`src/rtl/irqv_pkg.sv`:
```
package irqv_pkg;
  localparam int NSRC   = 3;
  localparam int REG_W  = 8;
  localparam int SRC_T0  = 0;
  localparam int SRC_T1  = 1;
  localparam int SRC_SER = 2;
  // control register positions
  localparam int POS_GIE = 0;
  localparam int POS_EN  = 1;
  localparam int POS_FLG = POS_EN + NSRC;
endpackage

```
`src/rtl/irqv_flag_bank.sv`:
```
module irqv_flag_bank
  import irqv_pkg::*;
#(
  parameter int N = NSRC
) (
  input  logic         clk,
  input  logic         rst_n,
  input  logic [N-1:0] hw_set,
  input  logic [N-1:0] sw_clr,
  input  logic [N-1:0] svc_clr,
  output logic [N-1:0] flags
);
  logic [N-1:0] flags_q;
  logic [N-1:0] flags_d;

  for (genvar i = 0; i < N; i++) begin : g_flag
    always_comb begin
      flags_d[i] = flags_q[i];
      if (sw_clr[i] || svc_clr[i]) flags_d[i] = 1'b0;
      if (hw_set[i])               flags_d[i] = 1'b1;
    end

    always_ff @(posedge clk or negedge rst_n) begin
      if (!rst_n) flags_q[i] <= 1'b0;
      else        flags_q[i] <= flags_d[i];
    end

    // a strobe always leaves its flag set one edge later
    assert_hw_set_wins_R8: assert property (@(posedge clk) disable iff (!rst_n)
      $past(hw_set[i]) |-> flags_q[i]);
  end

  assign flags = flags_q;
endmodule

```
`src/rtl/irqv_enable_reg.sv`:
```
module irqv_enable_reg
  import irqv_pkg::*;
#(
  parameter int N = NSRC
) (
  input  logic         clk,
  input  logic         rst_n,
  input  logic         wr_en,
  input  logic         wr_gie,
  input  logic [N-1:0] wr_src_en,
  input  logic         take,
  output logic         gie,
  output logic [N-1:0] src_en
);
  logic         gie_q, gie_d;
  logic [N-1:0] en_q, en_d;

  always_comb begin
    gie_d = gie_q;
    en_d  = en_q;
    if (wr_en) begin
      gie_d = wr_gie;
      en_d  = wr_src_en;
    end
    if (take) gie_d = 1'b0;
  end

  always_ff @(posedge clk or negedge rst_n) begin
    if (!rst_n) begin
      gie_q <= 1'b0;
      en_q  <= '0;
    end else begin
      gie_q <= gie_d;
      en_q  <= en_d;
    end
  end

  assert_take_drops_gie_R6: assert property (@(posedge clk) disable iff (!rst_n)
    $past(take) |-> !gie_q);

  assign gie    = gie_q;
  assign src_en = en_q;
endmodule

```
`src/rtl/irqv_arbiter.sv`:
```
module irqv_arbiter
  import irqv_pkg::*;
#(
  parameter int                N     = NSRC,
  parameter int                VEC_W = 8,
  parameter logic [VEC_W-1:0]  VEC_T0  = 8'h08,
  parameter logic [VEC_W-1:0]  VEC_T1  = 8'h0C,
  parameter logic [VEC_W-1:0]  VEC_SER = 8'h14
) (
  input  logic             clk,
  input  logic             rst_n,
  input  logic [N-1:0]     flags,
  input  logic [N-1:0]     src_en,
  input  logic [N-1:0]     src_ok,
  input  logic             gie,
  input  logic             stack_full,
  input  logic             insn_bound,
  output logic [N-1:0]     grant,
  output logic             take,
  output logic             call_req,
  output logic [VEC_W-1:0] call_vec
);
  localparam logic [N-1:0][VEC_W-1:0] VTAB = {VEC_SER, VEC_T1, VEC_T0};

  logic [N-1:0]     elig;
  logic [VEC_W-1:0] vec_d;
  logic             req_q;
  logic [VEC_W-1:0] vec_q;

  assign elig = flags & src_en & src_ok;

  // fixed priority: lowest index first
  always_comb begin
    grant = '0;
    vec_d = '0;
    for (int i = N - 1; i >= 0; i--) begin
      if (elig[i]) begin
        grant = '0;
        grant[i] = 1'b1;
        vec_d = VTAB[i];
      end
    end
  end

  assign take = gie && !stack_full && insn_bound && (|elig);

  always_ff @(posedge clk or negedge rst_n) begin
    if (!rst_n) begin
      req_q <= 1'b0;
      vec_q <= '0;
    end else begin
      req_q <= take;
      vec_q <= take ? vec_d : '0;
    end
  end

  assign call_req = req_q;
  assign call_vec = vec_q;

  assert_call_single_R6: assert property (@(posedge clk) disable iff (!rst_n)
    req_q |=> !req_q);
  assert_call_gated_R3: assert property (@(posedge clk) disable iff (!rst_n)
    req_q |-> ($past(gie) && !$past(stack_full) && $past(insn_bound)));
  assert_vec_legal_R4: assert property (@(posedge clk) disable iff (!rst_n)
    req_q |-> (vec_q == VEC_T0 || vec_q == VEC_T1 || vec_q == VEC_SER));
  assert_vec_idle_R4: assert property (@(posedge clk) disable iff (!rst_n)
    !req_q |-> (vec_q == '0));
endmodule

```
`src/rtl/irq_vector_ctrl.sv`:
```
module irq_vector_ctrl
  import irqv_pkg::*;
#(
  parameter int               VEC_W   = 8,
  parameter logic [VEC_W-1:0] VEC_T0  = 8'h08,
  parameter logic [VEC_W-1:0] VEC_T1  = 8'h0C,
  parameter logic [VEC_W-1:0] VEC_SER = 8'h14
) (
  input  logic             clk,
  input  logic             rst_n,
  input  logic [NSRC-1:0]  src_evt,
  input  logic             ser_mod_on,
  input  logic             insn_bound,
  input  logic             stack_full,
  input  logic             ctl_wr,
  input  logic [REG_W-1:0] ctl_wdata,
  output logic [REG_W-1:0] ctl_rdata,
  output logic             call_req,
  output logic [VEC_W-1:0] call_vec,
  output logic             wake
);
  // reset: asserted asynchronously, released on the clock
  logic [1:0] rst_sync_q;
  logic       rst_i_n;

  always_ff @(posedge clk or negedge rst_n) begin
    if (!rst_n) rst_sync_q <= 2'b00;
    else        rst_sync_q <= {rst_sync_q[0], 1'b1};
  end
  assign rst_i_n = rst_sync_q[1];

  logic [NSRC-1:0] flags, src_en, src_ok, grant, sw_clr, svc_clr;
  logic            gie, take;

  assign sw_clr  = ctl_wr ? ~ctl_wdata[POS_FLG +: NSRC] : '0;
  assign svc_clr = take ? grant : '0;

  always_comb begin
    src_ok          = '1;
    src_ok[SRC_SER] = ser_mod_on;
  end

  irqv_flag_bank #(.N(NSRC)) u_flags (
    .clk     (clk),
    .rst_n   (rst_i_n),
    .hw_set  (src_evt),
    .sw_clr  (sw_clr),
    .svc_clr (svc_clr),
    .flags   (flags)
  );

  irqv_enable_reg #(.N(NSRC)) u_enables (
    .clk       (clk),
    .rst_n     (rst_i_n),
    .wr_en     (ctl_wr),
    .wr_gie    (ctl_wdata[POS_GIE]),
    .wr_src_en (ctl_wdata[POS_EN +: NSRC]),
    .take      (take),
    .gie       (gie),
    .src_en    (src_en)
  );

  irqv_arbiter #(
    .N       (NSRC),
    .VEC_W   (VEC_W),
    .VEC_T0  (VEC_T0),
    .VEC_T1  (VEC_T1),
    .VEC_SER (VEC_SER)
  ) u_arb (
    .clk        (clk),
    .rst_n      (rst_i_n),
    .flags      (flags),
    .src_en     (src_en),
    .src_ok     (src_ok),
    .gie        (gie),
    .stack_full (stack_full),
    .insn_bound (insn_bound),
    .grant      (grant),
    .take       (take),
    .call_req   (call_req),
    .call_vec   (call_vec)
  );

  always_comb begin
    ctl_rdata                     = '0;
    ctl_rdata[POS_GIE]            = gie;
    ctl_rdata[POS_EN +: NSRC]     = src_en;
    ctl_rdata[POS_FLG +: NSRC]    = flags;
  end

  assign wake = |flags;

  assert_wake_before_call_R9: assert property (@(posedge clk) disable iff (!rst_i_n)
    call_req |-> $past(wake));
  assert_ser_needs_mod_R10: assert property (@(posedge clk) disable iff (!rst_i_n)
    (call_req && call_vec == VEC_SER) |-> $past(ser_mod_on));
endmodule

```
`config.mk`:
```
export PLATFORM = sky130hd
export DESIGN_NAME = irq_vector_ctrl
export DESIGN_NICKNAME = d
export VERILOG_FILES = /design/src/rtl/irqv_pkg.sv /design/src/rtl/irqv_flag_bank.sv /design/src/rtl/irqv_enable_reg.sv /design/src/rtl/irqv_arbiter.sv /design/src/rtl/irq_vector_ctrl.sv
export SDC_FILE = /design/constraint.sdc
export NUM_CORES = 1
export LEC_CHECK = 0
export ABC_AREA = 0
export BUFFER_PORTS_ARGS = -buffer_cell sky130_fd_sc_hd__buf_4
export CAP_MARGIN = 40
export CORE_UTILIZATION = 36
export CTS_CLUSTER_SIZE = 28
export DETAILED_ROUTE_END_ITERATION = 16
export PLACE_DENSITY = 0.78
export SLEW_MARGIN = 30
export SYNTH_ARGS = -nofsm -noshare
export SYNTH_HDL_FRONTEND = slang
export SYNTH_SLANG_ARGS = --single-unit
```
`constraint.sdc`:
```
create_clock -name clk -period 0.9 [get_ports clk]
set_clock_uncertainty 0.2 [all_clocks]
set_input_delay 0.09 -clock clk [delete_from_list [all_inputs] [get_ports clk]]
set_output_delay 0.09 -clock clk [all_outputs]
set_load 0.02 [all_outputs]
```
After elaboration in Yosys (flattened, before gate mapping)
Index checks and enable logic that the tools add are counted.
{"block": "totals", "inputBits": 17, "ff_bits": 18, "elab_cells": 41, "out_inout_bits": 18}
{"block": "op_classes", "n_mux": 17, "bitwise_logic": 3, "n_reduce_logical": 13}
{"operator": "$mux 5", "count": 4}
{"operator": "$mux 3", "count": 5}
{"operator": "$mux 1", "count": 8}
{"operator": "$reduce_bool 2->1", "count": 4}
{"operator": "$and 3x3->3", "count": 2}
{"operator": "$reduce_or 3->1", "count": 2}
{"operator": "$logic_and 1x1->1", "count": 3}
{"operator": "$logic_or 1x1->1", "count": 3}
{"operator": "$not 3->3", "count": 1}
{"operator": "$logic_not 1->1", "count": 1}

Depth between registers and ports, before layout
{"block": "logic_depth", "ltp_word": 9, "ltp_mapped": 4, "depth_no_buf": 3}

Hierarchy
Synthesis repeated with hierarchy kept, for this count alone.
{"block": "hier_totals", "hier_cells": 53, "area_unflattened_um2": 604.3}
{"module": "irqv_arbiter", "instances": 1, "area_each_um2": 231.5, "cells_per_inst": 22, "seq_area_each_um2": 100.1}
{"module": "irqv_enable_reg", "instances": 1, "area_each_um2": 147.6, "cells_per_inst": 9, "seq_area_each_um2": 100.1}
{"module": "irq_vector_ctrl", "instances": 1, "area_each_um2": 116.4, "cells_per_inst": 13, "seq_area_each_um2": 50.0}
{"module": "irqv_flag_bank", "instances": 1, "area_each_um2": 108.9, "cells_per_inst": 9, "seq_area_each_um2": 75.1}

Least setup slack after synthesis
Ideal clock, no wire load.
{"block": "synth_path", "kind": "register -> register", "startpoint": "register u_flags.flags_q[2] (netlist: u_flags.flags[2])", "endpoint": "register u_flags.flags_q[2] (netlist: u_flags.flags[2])", "arrival_ns": 0.989, "setup_time_ns": 0.124, "path_stages_with_launch": 4, "period_less_slack_ns": 1.313, "slack_ns": -0.413, "path_cell_list": "dfrtp_1 -> nand3_1 -> and4bb_4 -> o21bai_2"}
{"block": "synth_between", "elab_chain_cells": 8}
{"item": "start: declaration", "line_no": "irqv_flag_bank.sv:13", "rtl": "logic [N-1:0] flags_q;"}
{"item": "start signal: indexed assignment", "line_no": "irqv_flag_bank.sv:25", "rtl": "else flags_q[i] <= flags_d[i];"}
{"item": "$and 3x3->3 (*) (2 in series)", "line_no": "irqv_arbiter.sv:30", "rtl": "assign elig = flags & src_en & src_ok;"}
{"item": "$mux 3 (3 in series)", "line_no": "irqv_arbiter.sv:37", "rtl": "if (elig[i]) begin"}
{"item": "$mux 3 (*)", "line_no": "irq_vector_ctrl.sv:36", "rtl": "assign svc_clr = take ? grant : '0;"}
{"item": "named net svc_clr[2]", "line_no": "irq_vector_ctrl.sv:32", "rtl": "logic [NSRC-1:0] flags, src_en, src_ok, grant, sw_clr, svc_clr;"}
{"item": "$logic_or 1x1->1 (*)", "line_no": "irqv_flag_bank.sv:19", "rtl": "if (sw_clr[i] || svc_clr[i]) flags_d[i] = 1'b0;"}
{"item": "$reduce_bool 2->1 (no line) (*)"}
Mark *: on every way through the listed nets, which the timed path passes. The rest lies on a longest branch.
A chain may end at the register's enable or synchronous reset.

Worst setup path after layout
{"block": "layout_path", "startpoint": "register u_flags.flags_q[0] (netlist: u_flags.flags[0])", "endpoint": "output port wake"}
{"block": "layout_between", "elab_chain_cells": 1}
{"item": "$reduce_or 3->1", "line_no": "irq_vector_ctrl.sv:91", "rtl": "assign wake = |flags;"}
{"item": "end: declaration", "line_no": "irq_vector_ctrl.sv:20", "rtl": "output logic wake"}
Every way passes these cells.

==> impl_metrics.tcl <==
set metrics [dict create \
    run_status "finished with violations" \
    failed_checks "hold timing, setup timing" \
    yosys.area.top_type "dfrtp_1" \
    synth_sequential_area_ratio 0.562 \
    die_w_um 42.1 \
    number_of_standard_cell_rows_in_the_floorplan 14 \
    synth_cell_type_count 21 \
    synth-async-reset-ratio 1.00 \
    worstPathArrival_ns 1.19 \
    detail-route-antenna-nets 0 \
    report.final.slew_viol_count 0 \
    initial_antenna_violation_count 0 \
    most_common_cell_in_the_synthesized_netlist "dfrtp_1" \
    fillers 97 \
    worstPathCellList "or3_4 > buf_6" \
    worst_path_class_setup "reg2out" \
    io_pins 35 \
    crit_cells 2 \
    rsz0062_at_grt "yes" \
    p_leak_nw 0.522 \
    synth_common_cells "dfrtp_1, buf_4, a21oi_1, inv_1, nand2_1" \
    nets 113 \
    fin_crit_sh 1.65 \
    final.hold.worst_slack_ns -0.189 \
    cpLargestDelayFamily "flip-flops" \
    end_kind "primary output" \
    combinationalPowerShare 0.325 \
    cts_tree "yes" \
    synth_top_flop_cell "dfrtp_1" \
    internal_power_w 0.00107 \
    ys_ff_latch 13 \
    port_buffer_count 27 \
    area_growth_pct 86.2 \
    wirelength_um 1790 \
    diodes 0 \
    placeableCoreArea_sq_um 1510 \
    avgViaCountPerCell 4.85 \
    clock_latency_ns 0.27 \
    routability_congestion_estimate 0.779 \
    slowest_stage "dfrtp_2" \
    max-cap-violations 0 \
    yosysWarningCount 0 \
    synth_top_area_frac 0.562 \
    grt_max_degree 12 \
    post-route-min-period_ns 1.48 \
    grt_remaining_overflow 0 \
    register_clock_pin_slew_on_the_reported_worst_setup_and_hold_paths_ns 0.08 \
    highest_clock_rate_ghz 0.674 \
    cts_hold_buf 1 \
    hold_depth 2 \
    final-hold-violation-count 20 \
    drive_gt1_frac 0.726 \
    initial_utilization 0.385 \
    h-tree-depth 1 \
    grt_pass1_wl_um 2570 \
    clockRootBuffer "clkbuf_4" \
    critical-path-max-stage-delay_ns 0.41 \
    detailroute.via_count 538 \
    cp_data_required_time_ns 0.61 \
    tritoncts_num_sinks 13 \
    drt_iter0_drc 4 \
    synth-edff-count 0 \
    stdcell_count 111 \
    hpwl_um 970 \
    holdCritPathClass "in2reg" \
    post_synth.cell_area_avg_sq_um 11.6 \
    dpl_worst_slack_ns -0.330 \
    setup_viol 23 \
    grt.total_usage 0.200 \
    synth.area.top_cells "dfrtp_1, buf_4, mux2_2, nand3b_4, and4bb_4" \
    timing.reg2reg.worst_path_depth 5 \
    syn-instance-count 50 \
    mappedNetlistArea_sq_um 579 \
    clock_path_buffers 2 \
    fin_util 0.716 \
    power_density_nw_per_um2 1400 \
    die-area_sq_um 1770 \
    avgRoutedWirePerCell_um 16.1 \
    worst_ir_drop_vdd_mv 0.799 \
    crit_fanout 2 \
    clock_power_share 0.231 \
    cp.buffers_inverters 1 \
    final_critical_path_setup_slack_ns -0.584 \
    sequentialPowerShare 0.445 \
    drcViolationCount 0 \
    first_global_vias 544 \
    die_span_in_y_um 42.1 \
    setup.worst_path.start_class "flip-flop" \
    numPlacedInstances 99 \
    cts-buffers-inserted 3 \
    dr.pass1.iters 2 \
    swShare 0.293 \
    power.switching_w 0.000444 \
]
==> area by class of cell <==
type	count	area [sq um]	area share
well taps	16	20.0	0.0186
multi-input cells	31	263	0.244
clock buffers	4	26.3	0.0244
inverters	3	13.8	0.0128
repair buffers	44	423	0.392
flip-flops and latches	13	333	0.309
==> what timing repair did <==
item,4_1_cts,5_1_grt
buffers inserted,5,3
pin swaps,6,4
hold endpoints to repair,23,9
setup endpoints to repair,23,23
gates resized for setup,28,8
==> power groups by stage <==
stage / clock, W / sequential [W] / combinational [W]
after global placement: 0 / 0.000675 / 0.000328
final: 0.000349 / 0.000673 / 0.000491
after floorplan: 0 / 0.000723 / 0.000135
after global routing: 0.000405 / 0.000678 / 0.000517
after detailed placement: 0 / 0.000679 / 0.000334
after CTS: 0.000370 / 0.000669 / 0.000443
==> cells in the final DEF, fill, tap and decap left out, drive strengths merged, types with 2 or more instances in the layout <==
master and instances:
mux2 2, nand2b 2, nor2 2, o21ai 2
inv 3, conb 7, a21oi 3, clkbuf 4
nand2 3, dfrtp 13, buf 43
==> state kept, by name (all words and copies together), names as in the netlist <==
name / flops
rst_sync_q: 2
u_arb.call_req: 1
u_enables.src_en: 3
u_arb.call_vec: 3
u_flags.flags: 3
u_enables.gie: 1
==> metrics by stage <==
step | area (sq um) | total power (W) | TNS, ns
after global routing | 1080 | 0.00160 | -7.96
after floorplan | 624 | 0.000858 | -1.95
after global placement | 857 | 0.00100 | -2.93
final | 1080 | 0.00151 | -7.25
after detailed placement | 857 | 0.00101 | -3.14
after CTS | 1040 | 0.00148 | -6.60
==> worst paths after layout <==
| check | start | end | slack [ns] |
|---|---|---|---|
| worst max register to register | u_flags.flags[0] | u_enables.gie | -0.49 |
| worst min-delay path | src_evt[2] | u_flags.flags[2] | -0.19 |
| worst max-delay path | u_flags.flags[0] | wake | -0.58 |
| worst min register to register | rst_sync_q[1] | u_enables.gie | -0.02 |
| max in group asynchronous | rst_sync_q[1] | u_enables.src_en[1] | 0.36 |
| min in group asynchronous | rst_n | rst_sync_q[1] | -0.06 |
==> per-layer routing <==
metal  vias to the layer above  routed length, um  track usage
met3                         4                 58       0.0259
met5                         -                  0            0
li1                        244                  -            -
met2                        21                962        0.359
met1                       269                731        0.235
met4                         0                 37       0.0938
==> logic make-up after synthesis <==
family / Yosys count / share of synthesized area
AO/OA/AOI/OAI: 10 / 0.114
other: 2 / 0.0130
AND/OR/NAND/NOR: 11 / 0.136
multiplexers: 3 / 0.0562
flip-flops: 13 / 0.562
buffers and inverters: 11 / 0.119
Power figures use the tool's default switching activity.
